## config.mk

```make
export PLATFORM = sky130hd
export DESIGN_NAME = rt_status_ctrl
export DESIGN_NICKNAME = d
export VERILOG_FILES = /design/src/rtl/rtsw_pkg.sv /design/src/rtl/rtsw_sampler.sv /design/src/rtl/rtsw_fault.sv /design/src/rtl/rtsw_mode_ctl.sv /design/src/rtl/rt_status_ctrl.sv
export SDC_FILE = /design/constraint.sdc
export NUM_CORES = 1
export LEC_CHECK = 0
export ABC_AREA = 1
export BUFFER_PORTS_ARGS = -buffer_cell sky130_fd_sc_hd__buf_4
export CAP_MARGIN = 10
export CORE_UTILIZATION = 49
export CTS_BUF_LIST = sky130_fd_sc_hd__clkbuf_4
export CTS_CLUSTER_SIZE = 25
export DETAILED_ROUTE_END_ITERATION = 8
export PLACE_DENSITY_LB_ADDON = 0.12
export SLEW_MARGIN = 30
export SYNTH_ARGS = -nofsm -noshare
export SYNTH_HDL_FRONTEND = slang
export SYNTH_SLANG_ARGS = --single-unit
```

## constraint.sdc

```tcl
create_clock -name clk -period 1.3 [get_ports clk]
set_input_delay 0.26 -clock clk [delete_from_list [all_inputs] [get_ports clk]]
set_output_delay 0.26 -clock clk [all_outputs]
set_load 0.03 [all_outputs]
```

## src/rtl/rtsw_pkg.sv

```systemverilog
package rtsw_pkg;
  localparam int SW_BITS = 20;
  localparam int MODE_W  = 5;
  localparam int ADDR_W  = 5;
  localparam logic [MODE_W-1:0] MC_DBC       = 5'b00000;
  localparam logic [MODE_W-1:0] MC_TX_STATUS = 5'b00010;
  localparam logic [MODE_W-1:0] MC_RESET     = 5'b01000;
  localparam logic [MODE_W-1:0] MC_TX_VECTOR = 5'b10000;
  localparam logic [MODE_W-1:0] MC_SYNC_DATA = 5'b10001;
  localparam logic [MODE_W-1:0] MC_TX_LASTCMD = 5'b10010;
endpackage

```

## src/rtl/rtsw_sampler.sv

```systemverilog
module rtsw_sampler #(
  parameter int EDGE_NUM = 2
) (
  input  logic clk,
  input  logic rst_n,
  input  logic cmd_n,
  input  logic sub_clk,
  input  logic busy_n,
  input  logic srq_n,
  output logic cmd_start,
  output logic busy_q,
  output logic srq_q
);
  localparam int CW = $clog2(EDGE_NUM + 1);

  logic cmd_d, sclk_d, armed_q, armed_nxt;
  logic [CW-1:0] cnt_q, cnt_nxt;
  logic busy_nxt, srq_nxt, sub_fall;

  assign cmd_start = cmd_d & ~cmd_n;
  assign sub_fall  = sclk_d & ~sub_clk;

  always_comb begin
    armed_nxt = armed_q;
    cnt_nxt   = cnt_q;
    busy_nxt  = busy_q;
    srq_nxt   = srq_q;
    if (cmd_start) begin
      armed_nxt = 1'b1;
      cnt_nxt   = '0;
      busy_nxt  = 1'b0;
      srq_nxt   = 1'b0;
    end else if (armed_q && sub_fall) begin
      if (cnt_q == CW'(EDGE_NUM - 1)) begin
        busy_nxt  = ~busy_n;
        srq_nxt   = ~srq_n;
        armed_nxt = 1'b0;
      end else begin
        cnt_nxt = cnt_q + 1'b1;
      end
    end
  end

  always_ff @(posedge clk or negedge rst_n) begin
    if (!rst_n) begin
      cmd_d   <= 1'b1;
      sclk_d  <= 1'b1;
      armed_q <= 1'b0;
      cnt_q   <= '0;
      busy_q  <= 1'b0;
      srq_q   <= 1'b0;
    end else begin
      cmd_d   <= cmd_n;
      sclk_d  <= sub_clk;
      armed_q <= armed_nxt;
      cnt_q   <= cnt_nxt;
      busy_q  <= busy_nxt;
      srq_q   <= srq_nxt;
    end
  end


  busy_edge_only_chk: assert property (@(posedge clk) disable iff (!rst_n)
    !$stable(busy_q) |-> $past(cmd_start | sub_fall));
endmodule

```

## src/rtl/rtsw_fault.sv

```systemverilog
module rtsw_fault (
  input  logic clk,
  input  logic rst_n,
  input  logic ss_err_n,
  input  logic xfer_fail,
  input  logic clr,
  output logic fault_q
);
  logic fault_nxt;

  always_comb begin
    fault_nxt = fault_q;
    if (!ss_err_n || xfer_fail) fault_nxt = 1'b1;
    else if (clr)               fault_nxt = 1'b0;
  end

  always_ff @(posedge clk or negedge rst_n) begin
    if (!rst_n) fault_q <= 1'b0;
    else        fault_q <= fault_nxt;
  end


  fault_set_chk: assert property (@(posedge clk) disable iff (!rst_n)
    (!ss_err_n || xfer_fail) |=> fault_q);

  fault_clear_src_chk: assert property (@(posedge clk) disable iff (!rst_n)
    $fell(fault_q) |-> $past(clr));
endmodule

```

## src/rtl/rtsw_mode_ctl.sv

```systemverilog
module rtsw_mode_ctl
  import rtsw_pkg::*;
(
  input  logic              clk,
  input  logic              rst_n,
  input  logic              cmd_start,
  input  logic              mode_valid,
  input  logic [MODE_W-1:0] mode_code,
  input  logic              dbc_acc_n,
  output logic              mode_act,
  output logic [MODE_W-1:0] mode_q,
  output logic              rst_cmd,
  output logic              rst_pulse,
  output logic              dbc_req,
  output logic              dbc_bit,
  output logic              vec_pulse
);
  logic              act_nxt, dbc_bit_nxt;
  logic [MODE_W-1:0] mode_nxt;

  assign rst_cmd = mode_valid && (mode_code == MC_RESET);

  always_comb begin
    act_nxt     = mode_act;
    mode_nxt    = mode_q;
    dbc_bit_nxt = dbc_bit;
    if (cmd_start) begin
      act_nxt     = 1'b0;
      dbc_bit_nxt = 1'b0;
    end
    if (mode_valid) begin
      act_nxt  = 1'b1;
      mode_nxt = mode_code;
      if (mode_code == MC_DBC) dbc_bit_nxt = ~dbc_acc_n;
    end
  end

  always_ff @(posedge clk or negedge rst_n) begin
    if (!rst_n) begin
      mode_act  <= 1'b0;
      mode_q    <= '0;
      dbc_bit   <= 1'b0;
      rst_pulse <= 1'b0;
      dbc_req   <= 1'b0;
      vec_pulse <= 1'b0;
    end else begin
      mode_act  <= act_nxt;
      mode_q    <= mode_nxt;
      dbc_bit   <= dbc_bit_nxt;
      rst_pulse <= rst_cmd;
      dbc_req   <= mode_valid && (mode_code == MC_DBC) && !dbc_acc_n;
      vec_pulse <= mode_valid && (mode_code == MC_TX_VECTOR);
    end
  end


  rst_one_cycle_chk: assert property (@(posedge clk) disable iff (!rst_n)
    rst_pulse |=> !rst_pulse || $past(rst_cmd));

  dbc_grant_chk: assert property (@(posedge clk) disable iff (!rst_n)
    dbc_req |-> $past(!dbc_acc_n && mode_valid));

  vec_one_cycle_chk: assert property (@(posedge clk) disable iff (!rst_n)
    vec_pulse |=> !vec_pulse || $past(mode_valid));
endmodule

```

## src/rtl/rt_status_ctrl.sv

```systemverilog
module rt_status_ctrl
  import rtsw_pkg::*;
(
  input  logic              clk,
  input  logic              rst_n,
  input  logic              cmd_n,
  input  logic              sub_clk,
  input  logic              busy_n,
  input  logic              srq_n,
  input  logic              ss_err_n,
  input  logic              dbc_acc_n,
  input  logic              xfer_fail,
  input  logic              mode_valid,
  input  logic [MODE_W-1:0] mode_code,
  input  logic [ADDR_W-1:0] rt_addr,
  input  logic              msg_err,
  input  logic              bcast_rx,
  input  logic              term_flag,
  input  logic              status_tx,
  output logic [SW_BITS-1:0] status_word,
  output logic              xfer_inhibit,
  output logic              rt_reset_n,
  output logic              dbc_req,
  output logic              vect_en_n
);
  localparam int ADDR_BT = 4;

  logic cmd_start, busy_q, srq_q, fault_q, rst_cmd, rst_pulse, dbc_bit, vec_pulse, mode_act;
  logic [MODE_W-1:0]  mode_q;
  logic [SW_BITS-1:0] cur_word, last_q, last_nxt;
  logic use_last, exempt;

  rtsw_sampler #(.EDGE_NUM(2)) u_samp (
    .clk(clk), .rst_n(rst_n), .cmd_n(cmd_n), .sub_clk(sub_clk),
    .busy_n(busy_n), .srq_n(srq_n),
    .cmd_start(cmd_start), .busy_q(busy_q), .srq_q(srq_q));

  rtsw_mode_ctl u_mode (
    .clk(clk), .rst_n(rst_n), .cmd_start(cmd_start),
    .mode_valid(mode_valid), .mode_code(mode_code), .dbc_acc_n(dbc_acc_n),
    .mode_act(mode_act), .mode_q(mode_q), .rst_cmd(rst_cmd),
    .rst_pulse(rst_pulse), .dbc_req(dbc_req), .dbc_bit(dbc_bit),
    .vec_pulse(vec_pulse));

  rtsw_fault u_fault (
    .clk(clk), .rst_n(rst_n), .ss_err_n(ss_err_n), .xfer_fail(xfer_fail),
    .clr(rst_cmd), .fault_q(fault_q));

  always_comb begin
    cur_word = '0;
    for (int i = 0; i < ADDR_W; i++) cur_word[ADDR_BT + i] = rt_addr[ADDR_W - 1 - i];
    cur_word[9]  = msg_err;
    cur_word[11] = srq_q;
    cur_word[15] = bcast_rx;
    cur_word[16] = busy_q;
    cur_word[17] = fault_q;
    cur_word[18] = dbc_bit;
    cur_word[19] = term_flag;
  end

  assign use_last     = mode_act && (mode_q == MC_TX_STATUS || mode_q == MC_TX_LASTCMD);
  assign exempt       = mode_act && (mode_q == MC_SYNC_DATA || mode_q == MC_TX_VECTOR);
  assign status_word  = use_last ? last_q : cur_word;
  assign xfer_inhibit = busy_q && !exempt;
  assign rt_reset_n   = ~rst_pulse;
  assign vect_en_n    = ~vec_pulse;

  always_comb begin
    last_nxt = last_q;
    if (status_tx) last_nxt = status_word;
  end

  always_ff @(posedge clk or negedge rst_n) begin
    if (!rst_n) last_q <= '0;
    else        last_q <= last_nxt;
  end


  last_capture_chk: assert property (@(posedge clk) disable iff (!rst_n)
    status_tx |=> last_q == $past(status_word));

  inhibit_busy_chk: assert property (@(posedge clk) disable iff (!rst_n)
    xfer_inhibit |-> busy_q);
endmodule

```

==> impl_results.md, run 1 <==
* Crit. End Element: output pin
* CTS tree: done
* Yosys warns at 0
* I/O pin count at 48
* Final HPWL DP at between 2 and 2.5 mm
* Vias in the first global route at roughly 1500
* Port bufs at 47
* Slowest-stage cell, CP: dfrtp_1
* Initial cell density of the core at between 50% and 60%
* CTS root buffer: clkbuf_4
* Final-report hold violation count at 0
* Internal power at roughly 1.9 mW
* DR vias/cell at roughly 4.8
* Site row count at 21
* Drt initial violations at 148
* Peak VDD IR at about 0.85 mV
* First-pass GRT wire length at around 6 mm
* Die area at ~0.0040 mm²
* Die X-Extent at between 60 and 70 µm
* Syn-to-layout area delta at 37.0%
* RSZ-0062 raised after global routing: true
* Kind of start point of the critical path: flip-flop
* WL final at about 3.4 mm
* R2R Setup Slk at -0.01 ns
* Drt wl/cell at 10.7 µm
* Design Area, Final at 0.00254 mm²
* Cells after Synth at 219
* Hold endpoint: u_samp.sclk_d
* Lkg Pwr at 1.27 nW
* Crit path largest cell delay at roughly 0.42 ns
* Crit path cell chain: nor2_4 > nand3_4 > buf_12 > nand2_1 > o21ai_4 > buf_4
* # DRC at 0
* Slew @ Worst Pin at around 0.47 ns
* Hold Path Depth at 1
* Pin count of the biggest net entering global routing at 39
* H-Tree Depth at 2
* Sw frac at about a third
* Final Hold Slack at 0.0296 ns
* Post CTS Setup Buffer Count at 0
* Core area at 0.00347 mm²
* Status: finished, violations left
* Comb power frac at a little under a third
* Max-Cap Viols at 0
* Routed Antenna Nets at 0
* Reg-to-Reg End: last_q[5]
* Reg clk slew, reported paths at roughly 0.11 ns
* Slew Viols, Final at 0
* Failing checks: negative setup slack
* Max Root-Sink Buffers at 2
* Clk pwr share at 20.8%
* Filler cell count in the final layout at between 200 and 300
* Post-Syn Nets at between 200 and 250
* Initial antenna violation count at 0
* Num CTS Buffers at 5
* Final worst slack at -0.519 ns
* Commonest cells after routing, fill and taps aside: nand2_1, buf_4, dfrtp_1, inv_1, nand3_1
* Final period utilization at 140%
* Skew final at between 0.015 and 0.02 ns
* Achievable clock frequency at about 550 MHz
* Reg-to-Reg Start: u_mode.mode_q[3]
* Commonest non-fill, non-tap cell in the layout: nand2_1
* Tmin final at approximately 1.8 ns
* Sequential-to-total area share from yosys stat at roughly half
* Layout cells sized above 1 at ~37%
* CP Class: reg2out
* Sw power at around 1 mW
* Vias after detailed routing at around 1500
* Nets at between 200 and 300
* Skew-Pair Late Insertion Delay at 0.35 ns
* Hold Startpoint: sub_clk
* GRT Total Usage at between 10% and 20%
* CP Buf/Inv Count at 2
* DP Area at about 0.0024 mm²
* Clock sinks at 38
* Post-synth cell types at 21
* Max FO, Critical Path at 28
* Total grt overflow at 0
* N_diodes at 0
* Gpl congestion at around 0.8
* # setup viols final at 24
* CP arrival at about 1.6 ns
* Hold WC Path Type: in2reg
* TritonRoute pass-1 iters at 4
* Flops & latches, synth at 38
* PwrDens at 1170 mW/mm²
* Headroom to the max-slew limit at approximately 69%
* Die Ht at approximately 64 µm
* Flop pwr share at between 40 and 50%
* WP data required at roughly 1.0 ns
* Mean Syn Cell Area at between 8 and 9 µm²
* Top delay family on crit path: flip-flops
* R2r worst-path depth at 7
* Area of the mapped netlist at around 0.0019 mm²
## cells by family after synthesis
family / count (synthesis) / share of synthesized area, %
and+or+nand+nor: 113 / 25.8
buffers and inverters: 43 / 11.3
DFF: 38 / 51.4
AOI/OAI and AO/OA: 24 / 10.9
adders and majority gates: 1 / 0.675
## Yosys cell counts
library cell  number  area (µm²)
nand2_1           73         274
dfrtp_1           36         901
inv_1             34         128
nand3_1           17        85.1
nor2_1            16        60.1
o21ai_2           12         105
a21oi_2            8        70.1
buf_6              6        67.6
dfstp_2            2        52.6
nor2_2             2        12.5
nor3_1             2        10.0
o21ai_0            2        10.0
a41oi_1            1        8.76
buf_2              1        5.00
clkbuf_1           1        3.75
clkbuf_2           1        5.00
ha_1               1        12.5
nand2_4            1        11.3
nand3_4            1        17.5
nand3b_1           1        7.51
o21bai_1           1        7.51
## registers in the layout, indices dropped and copies added (netlist names)
name              flops
u_samp.cmd_d          1
last_q               20
u_samp.busy_q         1
u_samp.cnt_q          2
u_mode.rst_pulse      1
u_fault.fault_q       1
u_mode.dbc_bit        1
u_samp.armed_q        1
u_mode.mode_q         5
u_mode.vec_pulse      1
u_mode.dbc_req        1
u_mode.mode_act       1
u_samp.sclk_d         1
u_samp.srq_q          1
## per-stage QoR
step | util, % | cells | total power, mW | TNS, ns | setup slack (ns)
global route | 73.3 | 320 | 3.15 | -11.78 | -0.582
global placement | 69.7 | 311 | 2.34 | -1.82 | -0.131
floorplan | - | 219 | 2.07 | -1.24 | -0.0763
CTS | 73.0 | 320 | 2.99 | -10.41 | -0.543
detailed placement | 69.7 | 311 | 2.36 | -2.08 | -0.143
finish | 73.3 | 320 | 2.96 | -9.64 | -0.519
## area by class of cell
cell class | count | area (µm²) | share of cell area, %
clock buffer | 7 | 52.6 | 2.07
clock inverter | 1 | 3.75 | 0.148
inverter | 34 | 128 | 5.02
multi-input combinational | 138 | 868 | 34.2
sequential | 38 | 953 | 37.5
tap | 46 | 57.6 | 2.26
timing repair buffer | 56 | 478 | 18.8
## worst reg2reg max path: cells and delay by family, from the launching register on
kind                   cells  cell delay, ns
and+or+nand+nor            5            0.46
DFF                        1            0.42
buffers and inverters      2            0.36
## power groups by stage
stage          logic (mW)  registers (mW)  clock network [mW]
3_5_place_dp        0.905            1.45                   0
2_1_floorplan       0.650            1.42                   0
6_report            0.910            1.44               0.615
5_1_grt              1.01            1.46               0.686
3_3_place_gp        0.887            1.45                   0
4_1_cts             0.918            1.43               0.643
## per-layer routing
| metal | share of wire (%) | global-route usage, % | up-vias |
|---|---|---|---|
| li1 | - | - | 780 |
| met1 | 44 | 23.0 | 706 |
| met2 | 49 | 33.9 | 42 |
| met3 | 5.6 | 5.80 | 7 |
| met4 | 1.8 | 7.67 | 0 |
| met5 | 0 | 0 | - |
## worst max-delay path by stage
stage	from	to	slack, ns	cells after the start
2_1_floorplan	u_mode.mode_q[3]	status_word[11]	-0.08	4
3_3_place_gp	u_mode.mode_q[3]	status_word[15]	-0.13	6
3_5_place_dp	u_mode.mode_q[3]	status_word[19]	-0.14	6
4_1_cts	u_mode.mode_q[3]	status_word[11]	-0.54	6
5_1_grt	u_mode.mode_q[3]	status_word[8]	-0.58	6
6_report	u_mode.mode_q[3]	status_word[7]	-0.52	6
## what timing repair did
item | CTS | global route
hold buffers | 1 | 0
setup endpoints to repair | 33 | 33
endpoints found under the hold margin | 36 | 0
resized for setup | 12 | 3
Note: power is estimated with default switching activity, not from simulation.
==> run 2, diff against run 1 <==
Settings changed: CORE_UTILIZATION 49 to 55, RECOVER_POWER set to 50, SKIP_LAST_GASP set to 1.
Clock period 1.3 ns to 2.3 ns, I/O delays scaled along.
==> impl_results.md, run 2 (synthesis results as in run 1) <==
* I/O pin count at 48
* Crit. End Element: output pin
* Drt initial violations at 56
* Crit path cell chain: nor2_2 > nand3_4 > buf_4 > nand2_1 > o21ai_2 > buf_4
* Syn-to-layout area delta at 21.1%
* Commonest cells after routing, fill and taps aside: nand2_1, buf_4, dfrtp_1, inv_1, nand3_1
* CP arrival at between 1.5 and 2 ns
* # setup viols final at 0
* First-pass GRT wire length at 5.31 mm
* Setup TNS Final at 0 ns
* Total grt overflow at 0
* H-Tree Depth at 2
* TritonRoute pass-1 iters at 4
* CTS tree: done
* Site row count at 20
* GRT Total Usage at between 20% and 30%
* DP Area at roughly 0.0022 mm²
* WL final at about 3.2 mm
* Largest registers: last_q: 20 flops, u_mode.mode_q: 5 flops, u_samp.cnt_q: 2 flops
* Sw power at between 500 and 600 µW
* Final-report hold violation count at 0
* Comb power frac at roughly 28%
* Lkg Pwr at roughly 1.2 nW
* Kind of start point of the critical path: flip-flop
* Failing checks: max-capacitance violations, max-slew violations
* Final period utilization at between 90 and 100%
* Initial antenna violation count at 0
* Layout cells sized above 1 at 28.8%
* Crit path largest cell delay at approximately 0.41 ns
* Design Area, Final at between 0.002 and 0.0025 mm²
* Pwr Total at between 1.5 and 2 mW
* CTS hold repair buffers at 0
* Area of the multi-input gates at between 600 and 700 µm²
* CTS resizes at 0
* Largest Register: last_q
* Drt wl/cell at just over 10 µm
* Clock sinks at 38
* Core area at approximately 0.0031 mm²
* Sw frac at around a third
* Internal power at between 1 and 1.5 mW
* Num CTS Buffers at 5
* Number of flip-flops in the largest register at 20
* Clk pwr share at 20.0%
* # DRC at 0
* Status: finished, violations left
* Slew Viols, Final at 39
* RSZ-0062 raised after global routing: false
* Max-Cap Viols at 1
* Skew final at around 0.0043 ns
* R2R Setup Slk at around 0.93 ns
* Reg clk slew, reported paths at 0.11 ns
* Commonest non-fill, non-tap cell in the layout: nand2_1
* CTS root buffer: clkbuf_4
* Register area at 953 µm²
* Die Ht at around 60 µm
* Port bufs at between 40 and 50
* Final HPWL DP at 2.34 mm
* Tmin final at roughly 2.2 ns
* Nets at 291
* DR vias/cell at around 4.7
* Achievable clock frequency at 457 MHz
* Slew @ Worst Pin at a little under 2 ns
* CP Class: reg2out
* Post CTS Setup Buffer Count at 0
* Vias in the first global route at 1300
* Max Root-Sink Buffers at 2
* Gpl congestion at 0.780
* Peak VDD IR at ~0.50 mV
* Die area at ~0.0036 mm²
* Die X-Extent at 60.1 µm
* N_diodes at 0
* Filler cell count in the final layout at roughly 270
* Routed Antenna Nets at 0
* Max FO, Critical Path at 17
* CP dominant cell by count: buf_4
* Pin count of the biggest net entering global routing at 39
* PwrDens at around 700 mW/mm²
* Slowest-stage cell, CP: dfrtp_1
* Vias after detailed routing at roughly 1500
* WP data required at between 1.5 and 2 ns
* Hold WC Path Type: in2reg
* Skew-Pair Late Insertion Delay at roughly 0.33 ns
* Headroom to the max-slew limit at -29.4%
* Flop pwr share at between 50% and 60%
* Initial cell density of the core at about three fifths
## run 2: cell count changes in the layout (fill, tap and decap cells not counted), moves of 2 or more
cell	previous run	this run
clkinv_1	1	3
nor2_4	9	0
o21ai_2	0	12
clkbuf_1	0	3
nand2_1	68	73
nand2_2	5	0
o21ai_4	12	0
nor2_1	8	16
buf_6	8	0
buf_4	45	43
## run 2: routing by layer
metal | GRT usage (%) | part of all wire (%) | vias to the layer above | wire length, µm
met5 | 0 | 0 | - | 0
met4 | 7.97 | 1.4 | 0 | 44
met3 | 4.55 | 4.2 | 5 | 135
met2 | 35.1 | 50 | 43 | 1600
met1 | 24.1 | 44 | 665 | 1400
li1 | - | - | 760 | -
## run 2: path summary, 6_finish.rpt
kind,startpoint,end,cells past startpoint
max in group asynchronous,rst_n,u_mode.mode_act,1
worst min-delay path,sub_clk,u_samp.sclk_d,1
min in group asynchronous,rst_n,last_q[14],1
worst max-delay path,u_mode.mode_q[3],status_word[5],6
worst max register to register,u_mode.mode_q[3],last_q[6],6
worst min register to register,last_q[8],last_q[8],2
## run 2: cell type report
class	instances	share of cell area (%)
repair buffers	49	16.4
clock buffers	5	1.67
well taps	44	2.45
flip-flops and latches	38	42.5
multi-input cells	138	30.8
inverters	34	5.68
clock inverters	3	0.501
## run 2: per-stage QoR
| stage | util [%] | worst slack (ns) | hold slack, ns | instances |
|---|---|---|---|---|
| final | 71.8 | 0.112 | 0.229 | 311 |
| after global routing | 71.8 | 0.00177 | 0.215 | 311 |
| after CTS | 72.2 | 0.0908 | 0.0799 | 311 |
| after detailed placement | 70.6 | 0.476 | 0.453 | 303 |
| after global placement | 70.6 | 0.527 | 0.448 | 303 |
| after floorplan | - | 0.583 | 0.164 | 219 |
## run 2: power groups by stage
| stage | clock [mW] | sequential, mW | combinational (mW) |
|---|---|---|---|
| after floorplan | 0 | 0.805 | 0.320 |
| after global placement | 0 | 0.819 | 0.443 |
| after detailed placement | 0 | 0.821 | 0.451 |
| after CTS | 0.326 | 0.809 | 0.451 |
| after global routing | 0.352 | 0.822 | 0.499 |
| final | 0.312 | 0.809 | 0.442 |
## run 2: critical path, delay by kind of cell (launching register included)
family	cells	cell delay, ns
flops	1	0.41
buf+inv	2	0.43
simple gates	3	0.49
compound gates	1	0.06
==> run 3, diff against run 2 <==
Settings changed: CORE_UTILIZATION 55 to 54.
Clock period 2.3 ns to 2.27 ns, I/O delays scaled along.
==> impl_results.md, run 3 (synthesis results as in run 1) <==
* Kind of start point of the critical path: flip-flop
* CTS hold repair buffers at 0
* Initial cell density of the core at between 50% and 60%
* Largest Register: last_q
* Layout cells sized above 1 at 30.7%
* Commonest cells after routing, fill and taps aside: nand2_1, buf_4, dfrtp_1, inv_1, nand3_1
* Max Root-Sink Buffers at 2
* Die Ht at 60.6 µm
* Slew @ Worst Pin at ~1.9 ns
* CP arrival at 1.61 ns
* Vias in the first global route at between 1000 and 1500
* Pin count of the biggest net entering global routing at 39
* Syn-to-layout area delta at 25.0%
* Skew-Pair Late Insertion Delay at 0.33 ns
* Reg-to-Reg End: last_q[18]
* R2R Setup Slk at 0.81 ns
* PwrDens at between 700 and 800 mW/mm²
* R2r worst-path depth at 6
* Clock sinks at 38
* TritonRoute pass-1 iters at 4
* Core area at about 0.0032 mm²
* Routed Antenna Nets at 0
* Die area at between 0.003 and 0.004 mm²
* Final period utilization at 90.9%
* DR vias/cell at 4.93
* Commonest non-fill, non-tap cell in the layout: nand2_1
* Setup TNS Final at 0 ns
* CTS tree: done
* Status: finished, violations left
* Hold Startpoint: cmd_n
* Reg-to-Reg Start: u_mode.mode_q[3]
* Initial antenna violation count at 0
* CP endpoint: status_word[16]
* First-pass GRT wire length at roughly 5.6 mm
* Site row count at 20
* Drt initial violations at 37
* # setup viols final at 0
* Total grt overflow at 0
* Largest registers: last_q: 20 flops, u_mode.mode_q: 5 flops, u_samp.cnt_q: 2 flops
* N_diodes at 0
* Max FO, Critical Path at 11
* # DRC at 0
* Drt wl/cell at 11.3 µm
* Design Area, Final at roughly 0.0023 mm²
* Hold WC Path Type: in2reg
* Nets at between 200 and 300
* Final-report hold violation count at 0
* Achievable clock frequency at 484 MHz
* Number of flip-flops in the largest register at 20
* DP Area at approximately 0.0022 mm²
* Max-Cap Viols at 1
* I/O pin count at 48
* WL final at about 3.6 mm
* Crit. End Element: output pin
* Die X-Extent at 60.6 µm
* RSZ-0062 raised after global routing: false
* Vias after detailed routing at 1549
* Crit. Startpoint: u_mode.mode_q[0]
* Headroom to the max-slew limit at -29.5%
* Num CTS Buffers at 5
* Post CTS Setup Buffer Count at 0
* WP data required at between 1.5 and 2 ns
* Port bufs at 47
* Tmin final at ~2.1 ns
* Peak VDD IR at between 0.5 and 0.6 mV
* Lkg Pwr at roughly 1.2 nW
* H-Tree Depth at 2
* CP Class: reg2out
* Gpl congestion at 0.766
* Slew Viols, Final at 39
* Failing checks: max-capacitance violations, max-slew violations
* Final HPWL DP at roughly 2.3 mm
* Reg clk slew, reported paths at 0.11 ns
* Skew final at 0.00964 ns
* GRT Total Usage at between 20% and 30%
* CTS root buffer: clkbuf_4
[run 3: cell types whose count changed in the layout (fill, tap and decap cells not counted)]
| cell | delta |
|---|---|
| clkinv_2 | +2 |
| buf_12 | -1 |
| nand3_4 | +2 |
| clkbuf_1 | -1 |
| nor2_2 | -2 |
| buf_4 | +1 |
| bufinv_16 | +1 |
| nor2_4 | +2 |
| clkinv_1 | -3 |
| buf_1 | +1 |
| nand3_2 | +1 |
[run 3: area by class of cell]
class	instances	area [µm²]
tap	44	55.1
clock inverter	3	40.0
inverter	34	128
fill	261	836
timing repair buffer	49	357
sequential	38	953
multi-input combinational	141	747
clock buffer	5	37.5
[run 3: layer usage]
layer	routed length, µm	vias up	global-route usage, %
li1	-	783	-
met1	1640	721	27.0
met2	1730	38	34.7
met3	132	7	4.48
met4	53	0	10.7
met5	0	-	0
[run 3: power by group]
part / leakage [nW] / internal [mW] / total (mW) / switching, mW
Sequential: 0.478 / 0.762 / 0.821 / 0.0594
Combinational: 0.692 / 0.174 / 0.466 / 0.291
Clock: 0.0450 / 0.228 / 0.444 / 0.216
[run 3: stage by stage]
step	setup WS (ns)	utilization (%)	hold WS, ns	instances	power [mW]
detailed placement	0.322	69.6	0.442	303	1.29
CTS	0.0644	72.7	0.0574	312	1.74
global placement	0.342	69.6	0.443	303	1.27
floorplan	0.559	-	0.158	219	1.14
global route	0.0870	73.5	0.199	314	1.84
finish	0.206	73.5	0.225	314	1.73
[run 3: timing repair]
item,in CTS,in global routing
gates cloned,1,2
setup endpoints to repair,16,10
pin swaps,0,1
resized for setup,1,3
[run 3: worst min path at each step]
stage                     to  cells past startpoint
6_report        u_samp.cmd_d                      1
5_1_grt        u_samp.sclk_d                      1
4_1_cts           last_q[11]                      1
3_5_place_dp       last_q[2]                      1
3_3_place_gp       last_q[2]                      1
2_1_floorplan      last_q[0]                      0
[run 3: worst max-delay path: stages, from the launching register on]
cell and delay, ns:
dfrtp_1 0.42, nor2_4 0.26, nand3_4 0.23, nand2_1 0.14, o21ai_2 0.06, buf_4 0.16
